--- config.mk ---
export PLATFORM = sky130hd
export DESIGN_NAME = cfg_lut_pair
export DESIGN_NICKNAME = d
export VERILOG_FILES = /design/src/rtl/cfg_lut_pair.sv
export SDC_FILE = /design/constraint.sdc
export NUM_CORES = 1
export LEC_CHECK = 0
export ABC_AREA = 1
export BUFFER_PORTS_ARGS = -buffer_cell sky130_fd_sc_hd__buf_2
export CAP_MARGIN = 25
export CORE_MARGIN = 4
export CORE_UTILIZATION = 43
export CTS_CLUSTER_DIAMETER = 200
export CTS_CLUSTER_SIZE = 16
export DETAILED_ROUTE_END_ITERATION = 10
export SKIP_CTS_REPAIR_TIMING = 1
export SLEW_MARGIN = 20
export SYNTH_ARGS = -nofsm -noshare
export SYNTH_HDL_FRONTEND = slang
export SYNTH_SLANG_ARGS = --single-unit
--- constraint.sdc ---
create_clock -name clk -period 1.27 [get_ports clk]
set_clock_uncertainty 0.1 [all_clocks]
set_input_delay 0.127 -clock clk [delete_from_list [all_inputs] [get_ports clk]]
set_output_delay 0.127 -clock clk [all_outputs]
set_load 0.005 [all_outputs]
--- src/rtl/cfg_lut_pair.sv ---
module cfg_lut_pair #(
  parameter int DEPTH = 16
) (
  input  logic                     clk,
  input  logic                     rst_n,
  input  logic [2:0]               mode,
  input  logic                     ce,
  input  logic                     we,
  input  logic [$clog2(DEPTH)-1:0] addr_a,
  input  logic [$clog2(DEPTH)-1:0] addr_b,
  input  logic                     addr_hi,
  input  logic                     din_a,
  input  logic                     din_b,
  input  logic                     cfg_en,
  input  logic                     cfg_din,
  output logic                     dout_a,
  output logic                     dout_b
);
  localparam logic [2:0] M_LOGIC = 3'd0;
  localparam logic [2:0] M_SHIFT = 3'd1;
  localparam logic [2:0] M_RAM1  = 3'd2;
  localparam logic [2:0] M_RAM2W = 3'd3;
  localparam logic [2:0] M_RAM32 = 3'd4;
  localparam logic [2:0] M_DUAL  = 3'd5;

  logic [DEPTH-1:0] tbl_a, tbl_b;

  always_ff @(posedge clk or negedge rst_n) begin
    if (!rst_n) begin
      tbl_a <= '0;
      tbl_b <= '0;
    end else if (cfg_en) begin
      {tbl_b, tbl_a} <= {tbl_b[DEPTH-2:0], tbl_a, cfg_din};
    end else if (ce && we) begin
      case (mode)
        M_SHIFT: begin
          tbl_a <= {tbl_a[DEPTH-2:0], din_a};
          tbl_b <= {tbl_b[DEPTH-2:0], din_b};
        end
        M_RAM1: begin
          tbl_a[addr_a] <= din_a;
          tbl_b[addr_b] <= din_b;
        end
        M_RAM2W: begin
          tbl_a[addr_a] <= din_a;
          tbl_b[addr_a] <= din_b;
        end
        M_RAM32: begin
          if (addr_hi) tbl_b[addr_a] <= din_a;
          else         tbl_a[addr_a] <= din_a;
        end
        M_DUAL: begin
          tbl_a[addr_a] <= din_a;
          tbl_b[addr_a] <= din_a;
        end
        default: ;
      endcase
    end
  end

  assign dout_a = (mode == M_RAM32 && addr_hi) ? tbl_b[addr_a] : tbl_a[addr_a];
  assign dout_b = (mode == M_RAM32) ? 1'b0 :
                  (mode == M_RAM2W) ? tbl_b[addr_a] : tbl_b[addr_b];

endmodule


After elaboration in Yosys (flattened, before gate mapping)
Index checks and enable logic that the tools add are counted.
{ "word_totals": {"register_bits": 32, "latchBits": 0, "mem_bits_rw": 0, "romBits": 0, "out_inout_bits": 2, "n_memories": 0} }
{ "op_classes": {"addsub": 0, "mul": 0, "div_mod_pow": 0, "order_cmp": 4, "n_eq_ne": 7, "shift": 0, "mux": 25, "bitwise_logic": 0, "reduce_logical": 10} }
{ "ops": {"columns": ["op", "count"], "rows": [
  ["$mux W16", 6],
  ["$pmux W16 S5", 1],
  ["$bwmux W16", 4],
  ["$pmux W16 S3", 1],
  ["$bmux W1 S4", 3],
  ["$lt A4 B5 Y1 const B", 2],
  ["$demux W1 S4", 2],
  ["$ge A4 B1 Y1 const B", 2],
  ["$mux W1", 8],
  ["$eq A3 B2 Y1 const B", 2],
  ["$eq A3 B3 Y1 const B", 2],
  ["$ne A3 B3 Y1 const B", 2],
  ["$reduce_and A3 Y1", 2],
  ["$reduce_bool A6 Y1", 1],
  ["$logic_and A1 B1 Y1", 4],
  ["$reduce_bool A4 Y1", 1],
  ["$eq A3 B1 Y1 const B", 1],
  ["$reduce_or A3 Y1", 1],
  ["$reduce_bool A2 Y1", 1]
]} }

Depth between registers and ports, before layout
{ "logic_depth": {"ltp_word": 9, "depth_mapped": 12, "depth_no_buf": 11} }

Least setup slack after synthesis
Ideal clock, no wire load.
{ "synth_timing": {"kind": "input -> register", "from": "in mode[1]", "to": "reg tbl_a[3]", "setup_time_ns": 0.087, "arrival_ns": 1.313, "required_time_ns": 1.083, "setup_slack_ns": -0.230, "stages": 7, "path_cell_list": "inv_2 ha_1 nor2_1 buf_2 clkbuf_1 o22ai_1 a22oi_1"} }
{ "synth_between": {"elab_chain_len": 5} }
{ "synth_rtl": {"columns": ["element", "line", "source"], "rows": [
  ["from (decl)", "6", "input logic [2:0] mode,"],
  ["$eq A3 B2 Y1 or $eq A3 B3 Y1 (tied branches)", "35", "case (mode)"],
  ["$reduce_or A3 Y1 (no line)", null, null],
  ["$pmux W16 S3", "35", null],
  ["$mux W16", "34", "end else if (ce && we) begin"],
  ["$mux W16", "32", "end else if (cfg_en) begin"],
  ["to (signal assigned)", "33", "{tbl_b, tbl_a} <= {tbl_b[DEPTH-2:0], tbl_a, cfg_din};"],
  ["to (signal assigned)", "37", "tbl_a <= {tbl_a[DEPTH-2:0], din_a};"],
  ["to (signal, indexed assignment)", "41", "tbl_a[addr_a] <= din_a;"],
  ["to (decl)", "26", "logic [DEPTH-1:0] tbl_a, tbl_b;"]
]} }
Parallel ways exist; a longest one is shown, timed or not. The select of a mux whose other input is x is not followed.
A chain may end at the register's enable or synchronous reset.

Worst setup path after layout
{ "layout_timing": {"from": "reg tbl_b[7]", "to": "out dout_b"} }
{ "layout_between": {"elab_chain_len": 4} }
{ "layout_rtl": {"columns": ["element", "line", "source"], "rows": [
  ["from (decl)", "26", null],
  ["from (signal assigned)", "33", null],
  ["from (signal assigned)", "38", "tbl_b <= {tbl_b[DEPTH-2:0], din_b};"],
  ["from (signal, indexed assignment)", "42", "tbl_b[addr_b] <= din_b;"],
  ["$bmux W1 S4", "63", "(mode == M_RAM2W) ? tbl_b[addr_a] : tbl_b[addr_b];"],
  ["$mux W1 (implied by the code)", "63", null],
  ["$mux W1 *", "63", null],
  ["$mux W1 *", "62", "assign dout_b = (mode == M_RAM32) ? 1'b0 :"],
  ["to (decl)", "17", "output logic dout_b"]
]} }
Every way passes the cells marked *; elsewhere a longest branch is shown, timed or not. The select of a mux whose other input is x is not followed.

==> impl_metrics.toml <==
[worst_setup_path]
cp-end-kind = "output port"
path_class = "flip-flop to output port"
critPathRequiredTime_ns = 1.04
arrival_ns = 1.56
worstPathMaxFanout = 4
timing.rr.end = "tbl_b[7]"
critPathLaunchType = "flip-flop"
rrSetupSlack_ns = -0.01
r2r_start = "tbl_b[7]"
reg2reg_depth = 8

[timing]
fin_ws_ns = -0.5209
min_period_ns = 1.791
relSlewSlack_pct = 76.43
final_max_slew_viol_count = 0
timing.final.crit_share_pct = 141.0
hold_violations = 0
setup_viol = 3
hold_ws_ns = 0.1089
rsz0062_at_grt = "yes"
fmax_ghz = 0.5584
tightest_slew_ns = 0.3532
final.setup.tns_ns = -1.037

[global_route]
grt_max_degree = 25
grt_pass1_wl_mm = 17.46
grt_pass1_vias = 3535
grt_overflow = 0
antenna_found_initial = 0
grt_use_total_pct = 25.48

[die]
io_pins = 22
die_h_um = 92.35
coreArea_um2 = 6869
die_w_um = 92.35
start_util_pct = 44.54
rows = 30
dieArea_um2 = 8528

[route]
firstDrtPassIters = 5
antenna_left = 0
vias_per_cell = 5.358
wl_per_cell_um = 14.89
routed_wirelength_mm = 11.18
drc = 0
route.vias.total = 4024
drt_iter0_drc = 350

[synthesis]
synth_area_leader_cell = "nand2_1"
synthCells = 547
synth_cell_types = 25
ys.flop_type = "dfrtp_1"
syn_nets = 569
synth_edf_count = 0
async_flop_share_pct = 100.0
ys_seq_area_share_pct = 26.18
synth_top_area_share_pct = 26.38
synth_area_um2 = 3059
ys_ff_latch = 32
synth.area.top_cells = "nand2_1, dfrtp_1, o21ai_0"
yosysWarnings = 0
syn_avg_cell_area_um2 = 5.593

[hold_path]
holdPathStages = 3
min-delay-start = "cfg_din"
hold_end = "tbl_a[0]"
hp-class = "input port to flip-flop"

[power_and_ir_drop]
clockPowerShare_pct = 19.4
p_comb_share_pct = 46.3
ir_drop_uv = 439.2
seqPwrFrac_pct = 34.3
power.leakage_uw = 0.002186
switchingPower_uw = 1724
p_per_area_nw_per_um2 = 1001
switching_share_pct = 39.34
internal_power_uw = 2658

[final_layout]
instances_no_fill = 751
n_antenna_cell = 0
final_nets = 676
final_util_pct = 63.72
final_cell_mix = "nand2_1, buf_4, nor2_1"
final_common_cell = "nand2_1"
stdcell_area_um2 = 4377
fillCellCount = 622
drive_above_1_share_pct = 28.24
syn2layout_area_growth_pct = 43.07

[clock_network]
cts.sinks = 32
cts_tree = "done"
clk_pin_slew_ns = 0.07
cts-root-buf = "clkbuf_8"
cts_max_level = 2
clk_latency_ns = 0.29
cts_inserted_buffers = 5
cts.path.max_buffers = 2

[status]
violations = "negative setup slack"
outcome = "finished, violations left"

[place]
post-place-cells = 731
hpwl_mm = 8.083
gp_congestion = 1.029
port_buffers = 21
post_dp_cell_area_um2 = 3954

[flow_run]
drv_cap = 0
## critical path: stages (launching register included)
cell and delay (ns):
dfrtp_1 0.44, inv_2 0.10, nor2_2 0.04, nor2_1 0.09
nand2_1 0.07, nand2_1 0.07, nand2_2 0.07, nor3_2 0.20
nor2_1 0.06, buf_2 0.13
## per-layer routing
metal	track usage [%]	wire [um]	vias to the layer above
li1	-	-	2003
met1	36.07	4951	1793
met2	40.24	5007	201
met3	4.874	975	27
met4	5.569	246	0
met5	0	0	-
## worst max-delay path by stage
| stage | from | endpoint | slack [ns] |
|---|---|---|---|
| 3_3_place_gp | addr_a[0] | dout_b | -0.33 |
| 6_report | tbl_b[7] | dout_b | -0.52 |
| 4_1_cts | tbl_b[7] | dout_b | -0.63 |
| 3_5_place_dp | addr_a[0] | dout_b | -0.31 |
| 5_1_grt | tbl_b[11] | dout_b | -0.57 |
| 2_1_floorplan | mode[1] | tbl_a[5] | 0.02 |
## synthesized netlist by cell type, types with 6 or more instances
master	count
nand2_1	215
nor2_1	58
o21ai_0	44
inv_1	41
o21ai_1	39
dfrtp_1	32
nand3_1	30
a21oi_1	16
clkbuf_1	10
buf_2	9
a22oi_1	8
o211ai_1	8
inv_2	7
nand4_1	6
## through the flow
stage / setup slack [ns] / total power [uW]
after floorplan: 0.02148 / 2444
after global placement: -0.3299 / 3226
after detailed placement: -0.3147 / 3266
after CTS: -0.6340 / 4104
after global routing: -0.5710 / 4657
final: -0.5209 / 4381
## sequential cells by signal, summed over array words and instances (netlist names)
name / cells
tbl_a: 16
tbl_b: 16
## power by group through the flow
stage | sequential (uW) | combinational [uW] | clock [uW]
finish | 1500 | 2030 | 852
global route | 1530 | 2240 | 893
detailed placement | 1500 | 1770 | 0
CTS | 1480 | 1780 | 845
floorplan | 1440 | 1000 | 0
global placement | 1490 | 1740 | 0
## kinds of logic after synthesis
logic type / after synthesis / synth area share (%)
AOI/OAI and AO/OA: 122 / 21.76
adders and majority gates: 2 / 0.8179
buffers and inverters: 71 / 9.203
DFF: 32 / 26.18
and+or+nand+nor: 320 / 42.04
## cell type report
type                            instances  area [um2]  share of cell area [%]
Clock buffer                            8       90.09                   2.058
Inverter                               50       197.7                   4.517
Multi-Input combinational cell        444        2108                   48.17
Sequential cell                        32       805.8                   18.41
Tap cell                               96       120.1                   2.744
Timing Repair Buffer                  121        1055                   24.10
Power figures use the tool's default switching activity.
